### src/rtl/alu_pkg.sv
package alu_pkg;

  localparam int DATA_W = 32;
  localparam int IMM_W = 16;
  localparam int SHAMT_W = $clog2(DATA_W);
  localparam int FIELD_W = 6;

  // primary opcodes
  localparam logic [FIELD_W-1:0] OPC_REG   = 6'h00;
  localparam logic [FIELD_W-1:0] OPC_ADDI  = 6'h08;
  localparam logic [FIELD_W-1:0] OPC_ADDIU = 6'h09;
  localparam logic [FIELD_W-1:0] OPC_SLTI  = 6'h0A;
  localparam logic [FIELD_W-1:0] OPC_SLTIU = 6'h0B;
  localparam logic [FIELD_W-1:0] OPC_ANDI  = 6'h0C;
  localparam logic [FIELD_W-1:0] OPC_ORI   = 6'h0D;
  localparam logic [FIELD_W-1:0] OPC_LUI   = 6'h0F;

  // function codes under OPC_REG
  localparam logic [FIELD_W-1:0] FN_SLL  = 6'h00;
  localparam logic [FIELD_W-1:0] FN_SRL  = 6'h02;
  localparam logic [FIELD_W-1:0] FN_SRA  = 6'h03;
  localparam logic [FIELD_W-1:0] FN_ADD  = 6'h20;
  localparam logic [FIELD_W-1:0] FN_ADDU = 6'h21;
  localparam logic [FIELD_W-1:0] FN_SUB  = 6'h22;
  localparam logic [FIELD_W-1:0] FN_SUBU = 6'h23;
  localparam logic [FIELD_W-1:0] FN_AND  = 6'h24;
  localparam logic [FIELD_W-1:0] FN_OR   = 6'h25;
  localparam logic [FIELD_W-1:0] FN_NOR  = 6'h27;
  localparam logic [FIELD_W-1:0] FN_SLT  = 6'h2A;
  localparam logic [FIELD_W-1:0] FN_SLTU = 6'h2B;

  typedef enum logic [3:0] {
    OP_NONE,
    OP_ADD,
    OP_SUB,
    OP_AND,
    OP_OR,
    OP_NOR,
    OP_SLT,
    OP_SLTU,
    OP_SLL,
    OP_SRL,
    OP_SRA,
    OP_LUI
  } aluOp_e;

  typedef struct packed {
    aluOp_e op;
    logic   useImm;
    logic   zeroExt;
    logic   trapEn;
    logic   reserved;
  } aluCtrl_t;

endpackage

### src/rtl/alu_decode.sv
module alu_decode
  import alu_pkg::*;
(
  input  logic [FIELD_W-1:0] opcode,
  input  logic [FIELD_W-1:0] funct,
  output aluCtrl_t           ctrl
);

  aluCtrl_t regCtrl;
  aluCtrl_t immCtrl;

  // function-field decode for register-register forms
  always_comb begin
    regCtrl = '{op: OP_NONE, useImm: 1'b0, zeroExt: 1'b0, trapEn: 1'b0, reserved: 1'b0};
    case (funct)
      FN_ADD:  begin regCtrl.op = OP_ADD; regCtrl.trapEn = 1'b1; end
      FN_ADDU: regCtrl.op = OP_ADD;
      FN_SUB:  begin regCtrl.op = OP_SUB; regCtrl.trapEn = 1'b1; end
      FN_SUBU: regCtrl.op = OP_SUB;
      FN_AND:  regCtrl.op = OP_AND;
      FN_OR:   regCtrl.op = OP_OR;
      FN_NOR:  regCtrl.op = OP_NOR;
      FN_SLT:  regCtrl.op = OP_SLT;
      FN_SLTU: regCtrl.op = OP_SLTU;
      FN_SLL:  regCtrl.op = OP_SLL;
      FN_SRL:  regCtrl.op = OP_SRL;
      FN_SRA:  regCtrl.op = OP_SRA;
      default: regCtrl.reserved = 1'b1;
    endcase
  end

  // opcode decode for immediate forms, including extension mode
  always_comb begin
    immCtrl = '{op: OP_NONE, useImm: 1'b1, zeroExt: 1'b0, trapEn: 1'b0, reserved: 1'b0};
    case (opcode)
      OPC_ADDI:  begin immCtrl.op = OP_ADD; immCtrl.trapEn = 1'b1; end
      OPC_ADDIU: immCtrl.op = OP_ADD;
      OPC_SLTI:  immCtrl.op = OP_SLT;
      OPC_SLTIU: immCtrl.op = OP_SLTU;
      OPC_ANDI:  begin immCtrl.op = OP_AND; immCtrl.zeroExt = 1'b1; end
      OPC_ORI:   begin immCtrl.op = OP_OR;  immCtrl.zeroExt = 1'b1; end
      OPC_LUI:   immCtrl.op = OP_LUI;
      default: begin
        immCtrl.useImm   = 1'b0;
        immCtrl.reserved = 1'b1;
      end
    endcase
  end

  always_comb begin
    ctrl = (opcode == OPC_REG) ? regCtrl : immCtrl;
  end

  always_comb begin
    if (ctrl.trapEn) begin
      AST_TRAP_ADDSUB_ONLY: assert (ctrl.op == OP_ADD || ctrl.op == OP_SUB)
        else $error("trap enabled on non add/sub op");
    end
    if (ctrl.zeroExt) begin
      AST_ZEXT_LOGIC_ONLY: assert (ctrl.op == OP_AND || ctrl.op == OP_OR)
        else $error("zero extension on non-logic op");
    end
    if (ctrl.reserved) begin
      AST_RESERVED_NO_OP: assert (ctrl.op == OP_NONE && !ctrl.trapEn)
        else $error("reserved encoding selects an op");
    end
  end

endmodule

### src/rtl/alu_shifter.sv
module alu_shifter #(
  parameter int DATA_W  = 32,
  parameter int SHAMT_W = $clog2(DATA_W)
) (
  input  logic [DATA_W-1:0]  value,
  input  logic [SHAMT_W-1:0] amount,
  input  logic               shiftLeft,
  input  logic               shiftArith,
  output logic [DATA_W-1:0]  shifted
);

  logic [DATA_W-1:0] stage [0:SHAMT_W];
  logic [DATA_W-1:0] reversedIn;
  logic [DATA_W-1:0] reversedOut;
  logic              fillBit;

  // left shifts run through the right shifter on a bit-reversed word
  always_comb begin
    for (int b = 0; b < DATA_W; b++) begin
      reversedIn[b] = value[DATA_W-1-b];
    end
  end

  assign fillBit  = shiftArith & ~shiftLeft & value[DATA_W-1];
  assign stage[0] = shiftLeft ? reversedIn : value;

  for (genvar s = 0; s < SHAMT_W; s++) begin : g_stage
    localparam int STEP = 1 << s;
    assign stage[s+1] = amount[s]
                      ? {{STEP{fillBit}}, stage[s][DATA_W-1:STEP]}
                      : stage[s];
  end

  always_comb begin
    for (int b = 0; b < DATA_W; b++) begin
      reversedOut[b] = stage[SHAMT_W][DATA_W-1-b];
    end
  end

  assign shifted = shiftLeft ? reversedOut : stage[SHAMT_W];

  always_comb begin
    if (!shiftLeft && !shiftArith && amount != '0) begin
      AST_SRL_ZERO_TOP: assert (shifted[DATA_W-1] == 1'b0)
        else $error("logical right shift filled a one");
    end
    if (shiftLeft && amount != '0) begin
      AST_SLL_ZERO_BOTTOM: assert (shifted[0] == 1'b0)
        else $error("left shift filled a one");
    end
  end

endmodule

### src/rtl/alu_datapath.sv
module alu_datapath
  import alu_pkg::*;
(
  input  aluCtrl_t            ctrl,
  input  logic [DATA_W-1:0]   rsVal,
  input  logic [DATA_W-1:0]   rtVal,
  input  logic [IMM_W-1:0]    imm16,
  input  logic [SHAMT_W-1:0]  shamt,
  output logic [DATA_W-1:0]   result,
  output logic                overflow
);

  localparam int EXT_W = DATA_W - IMM_W;
  localparam int MSB   = DATA_W - 1;

  logic [DATA_W-1:0] immExt;
  logic [DATA_W-1:0] opB;
  logic              isSub;
  logic [DATA_W-1:0] bEff;
  logic [DATA_W:0]   sumWide;
  logic [DATA_W-1:0] sum;
  logic              carryOut;
  logic              signedOvf;
  logic              signedLt;
  logic              unsignedLt;
  logic [DATA_W-1:0] shiftOut;

  // immediate extension, mode chosen by the decoder
  assign immExt = ctrl.zeroExt ? {{EXT_W{1'b0}}, imm16}
                               : {{EXT_W{imm16[IMM_W-1]}}, imm16};
  assign opB    = ctrl.useImm ? immExt : rtVal;

  // one adder for add, subtract and both compares
  assign isSub    = (ctrl.op == OP_SUB) || (ctrl.op == OP_SLT) || (ctrl.op == OP_SLTU);
  assign bEff     = isSub ? ~opB : opB;
  assign sumWide  = {1'b0, rsVal} + {1'b0, bEff} + {{DATA_W{1'b0}}, isSub};
  assign sum      = sumWide[DATA_W-1:0];
  assign carryOut = sumWide[DATA_W];

  assign signedOvf  = (rsVal[MSB] == bEff[MSB]) && (sum[MSB] != rsVal[MSB]);
  assign signedLt   = (rsVal[MSB] != opB[MSB]) ? rsVal[MSB] : sum[MSB];
  assign unsignedLt = ~carryOut;
  assign overflow   = ctrl.trapEn && signedOvf;

  alu_shifter #(
    .DATA_W (DATA_W),
    .SHAMT_W(SHAMT_W)
  ) i_shifter (
    .value     (rtVal),
    .amount    (shamt),
    .shiftLeft (ctrl.op == OP_SLL),
    .shiftArith(ctrl.op == OP_SRA),
    .shifted   (shiftOut)
  );

  always_comb begin
    case (ctrl.op)
      OP_ADD, OP_SUB: result = sum;
      OP_AND:         result = rsVal & opB;
      OP_OR:          result = rsVal | opB;
      OP_NOR:         result = ~(rsVal | opB);
      OP_SLT:         result = {{(DATA_W-1){1'b0}}, signedLt};
      OP_SLTU:        result = {{(DATA_W-1){1'b0}}, unsignedLt};
      OP_SLL, OP_SRL, OP_SRA: result = shiftOut;
      OP_LUI:         result = {imm16, {EXT_W{1'b0}}};
      default:        result = '0;
    endcase
  end

  always_comb begin
    if (ctrl.op == OP_SLT || ctrl.op == OP_SLTU) begin
      AST_SLT_BOOLEAN: assert (result[DATA_W-1:1] == '0)
        else $error("compare result not 0 or 1");
    end
    if (ctrl.op == OP_LUI) begin
      AST_LUI_LOW_ZERO: assert (result[IMM_W-1:0] == '0)
        else $error("lui low half not zero");
    end
  end

endmodule

### src/rtl/int_exec_alu.sv
module int_exec_alu
  import alu_pkg::*;
(
  input  logic [5:0]  opcode,
  input  logic [5:0]  funct,
  input  logic [31:0] rsVal,
  input  logic [31:0] rtVal,
  input  logic [15:0] imm16,
  input  logic [4:0]  shamt,
  output logic [31:0] result,
  output logic        overflowTrap,
  output logic        reservedInstr,
  output logic        writeValid
);

  aluCtrl_t ctrl;

  alu_decode i_decode (
    .opcode(opcode),
    .funct (funct),
    .ctrl  (ctrl)
  );

  alu_datapath i_datapath (
    .ctrl    (ctrl),
    .rsVal   (rsVal),
    .rtVal   (rtVal),
    .imm16   (imm16),
    .shamt   (shamt),
    .result  (result),
    .overflow(overflowTrap)
  );

  assign reservedInstr = ctrl.reserved;
  assign writeValid    = !overflowTrap && !ctrl.reserved;

  always_comb begin
    if (reservedInstr) begin
      AST_RESERVED_QUIET: assert (result == '0 && !overflowTrap)
        else $error("reserved encoding drove a result");
    end
    if (overflowTrap) begin
      AST_NO_OVERFLOW: assert ((opcode == OPC_REG && (funct == FN_ADD || funct == FN_SUB))
                               || opcode == OPC_ADDI)
        else $error("overflow on non-trapping encoding");
    end
  end

endmodule

### config.mk
export PLATFORM = sky130hd
export DESIGN_NAME = int_exec_alu
export DESIGN_NICKNAME = d
export VERILOG_FILES = /design/src/rtl/alu_pkg.sv /design/src/rtl/alu_decode.sv /design/src/rtl/alu_shifter.sv /design/src/rtl/alu_datapath.sv /design/src/rtl/int_exec_alu.sv
export SDC_FILE = /design/constraint.sdc
export NUM_CORES = 1
export LEC_CHECK = 0
export ABC_AREA = 1
export BUFFER_PORTS_ARGS = -buffer_cell sky130_fd_sc_hd__buf_2
export CORE_MARGIN = 1.5
export CORE_UTILIZATION = 30
export DETAILED_ROUTE_END_ITERATION = 16
export PLACE_DENSITY = 0.48
export SYNTH_ARGS = -nofsm -noshare
export SYNTH_HDL_FRONTEND = slang
export SYNTH_SLANG_ARGS = --single-unit
### constraint.sdc
create_clock -name vclk -period 10.11
set_input_delay 1.5165 -clock vclk [all_inputs]
set_output_delay 1.5165 -clock vclk [all_outputs]
set_load 0.02 [all_outputs]
==> flow_summary.toml <==
[power]
irDropWorstVdd_mv = 0.0206
p_leak_nw = 4.03
power_density_nw_per_um2 = 64.0

[cts]
cts_setup_buffers = 0
cts_hold_buf = 0
cts_resized = 0

[logic_synthesis]
yosysTopAreaCellShare_pct = 27.2
synthDistinctLibCells = 48
ys_warn_count = 0
synth_nets = 1542
yosysTopAreaCell = "nand3_1"
synthTopCellsByArea = "nand3_1 27%, nand2_1 18%, ha_1 6.5%, inv_1 6.5%, o21ai_0 6.5%"
netlist_area_um2 = 7080
synth_cells = 1407
yosysSeqAreaShare_pct = 0
syn_avg_cell_area_um2 = 5.03

[place]
place_ws_ps = 2060
place_inst = 1793
place_hpwl_mm = 29.0
gp_congestion = 0.959
place.port_buffers = 132

[global_routing]
grt_pass1_wl_mm = 54.2
grt_pass1_vias = 9373
grt_usage_pct = 28.9
grt_overflow = 0
antenna_found_initial = 0
grt_max_degree = 82

[finish]
nNetsFinal = 1611
layout_commonest_cell = "nand3_1"
final_cell_mix = "385 x nand3_1, 346 x nand2_1, 132 x buf_2"
nClkBuffers = 0
seqCellArea_um2 = 0
seq_cell_count = 0
fin_cells = 1793
insertedDiodeCount = 0
drive_gt1_share_pct = 11.9
synthToLayoutAreaGrowth_pct = 11.5

[detailed_routing]
vias_per_cell = 5.78
remaining_drc_errors = 0
drt_iter0_markers = 1068
wire_per_inst_um = 20.1
totalWireLength_mm = 36.1
drtPass1Iterations = 8
ant_nets = 0
via_count = 10400

[setup_path]
cp.arrival_ps = 6670
cpMaxStageDelayCell = "o21ai_0"
critPathLaunchType = "input port"
cp_max_fo = 32
cpPeakStageDelay_ps = 550
end_kind = "output port"
required_ps = 8590
critical_path_class = "input port to output port"

[timing]
setup_violations = 0
tns_ps = 0
max_freq_mhz = 122
rsz0062_at_grt = "false"
final.min_clock_period_ps = 8190
hold_ws_ps = 3450
slew_headroom_pct = 14.7
setup_slack_ps = 1920
slew_violations = 0
tightestPinTransition_ps = 1280
period_share_pct = 81.0
hold_viol = 0

[floorplanning]
num_rows = 56
ioPinCount = 132
die_x_um = 157
dieArea_um2 = 24500
initial_core_util_pct = 30.3
die_h_um = 157
core_area_um2 = 23300

[run]
cap_violations = 0

[min_path]
hold_class = "input port to output port"

[status]
status = "complete, no violations"
[critical path, delay by kind of cell]
kind                       cells  cell delay, ps
AOI/OAI and AO/OA              9            1820
buffers and inverters          7            1350
and+or+nand+nor               11            1270
adders and majority gates      1             400
xor gates and xnor gates       1             260
[layout make-up]
type / count / area, µm²
Fill cell: 2831 / 15400
Multi-Input combinational cell: 1195 / 6230
Timing Repair Buffer: 144 / 751
Inverter: 135 / 507
Tap cell: 319 / 399
[cells in the mapped netlist (20+ instances only)]
library cell,number
a21oi_1,71
buf_2,20
clkbuf_1,33
ha_1,37
inv_1,123
nand2_1,346
nand3_1,385
nand4_1,28
nor2_1,80
nor3_1,20
o21ai_0,92
xor2_1,23
[logic make-up after synthesis]
family	count (synthesis)	share of synthesized area, %
buf+inv	212	12.0
simple gates	879	56.0
compound gates	236	20.0
mux	1	0.141
xor+xnor	41	5.07
fa+ha+maj	38	6.82
[metrics by stage]
step | cell area [µm²] | util (%) | power (W)
3_5_place_dp | 7890 | 33.8 | 0.000493
4_1_cts | 7890 | 33.8 | 0.000496
2_1_floorplan | 7080 | - | 0.000336
5_1_grt | 7890 | 33.8 | 0.000556
6_report | 7890 | 33.8 | 0.000505
3_3_place_gp | 7890 | 33.8 | 0.000495
[per-layer routing]
metal,vias up,routed length (µm),global-route usage (%),part of all wire [%]
li1,5006,-,-,-
met1,4783,15600,39.6,43
met2,514,15900,46.2,44
met3,56,3240,3.85,9.0
met4,0,1420,9.80,3.9
met5,-,0,0,0
[worst paths after layout]
path	from	endpoint	slack (ps)	cells past startpoint
max	opcode[5]	result[22]	1920	29
min	rsVal[14]	result[14]	3450	4
[power by group]
part / leakage (nW) / internal, W / switching, W / total, W
Clock: 0 / 0 / 0 / 0
Combinational: 4.03 / 0.000158 / 0.000346 / 0.000505
Sequential: 0 / 0 / 0 / 0
(Power assumes the default switching activity.)
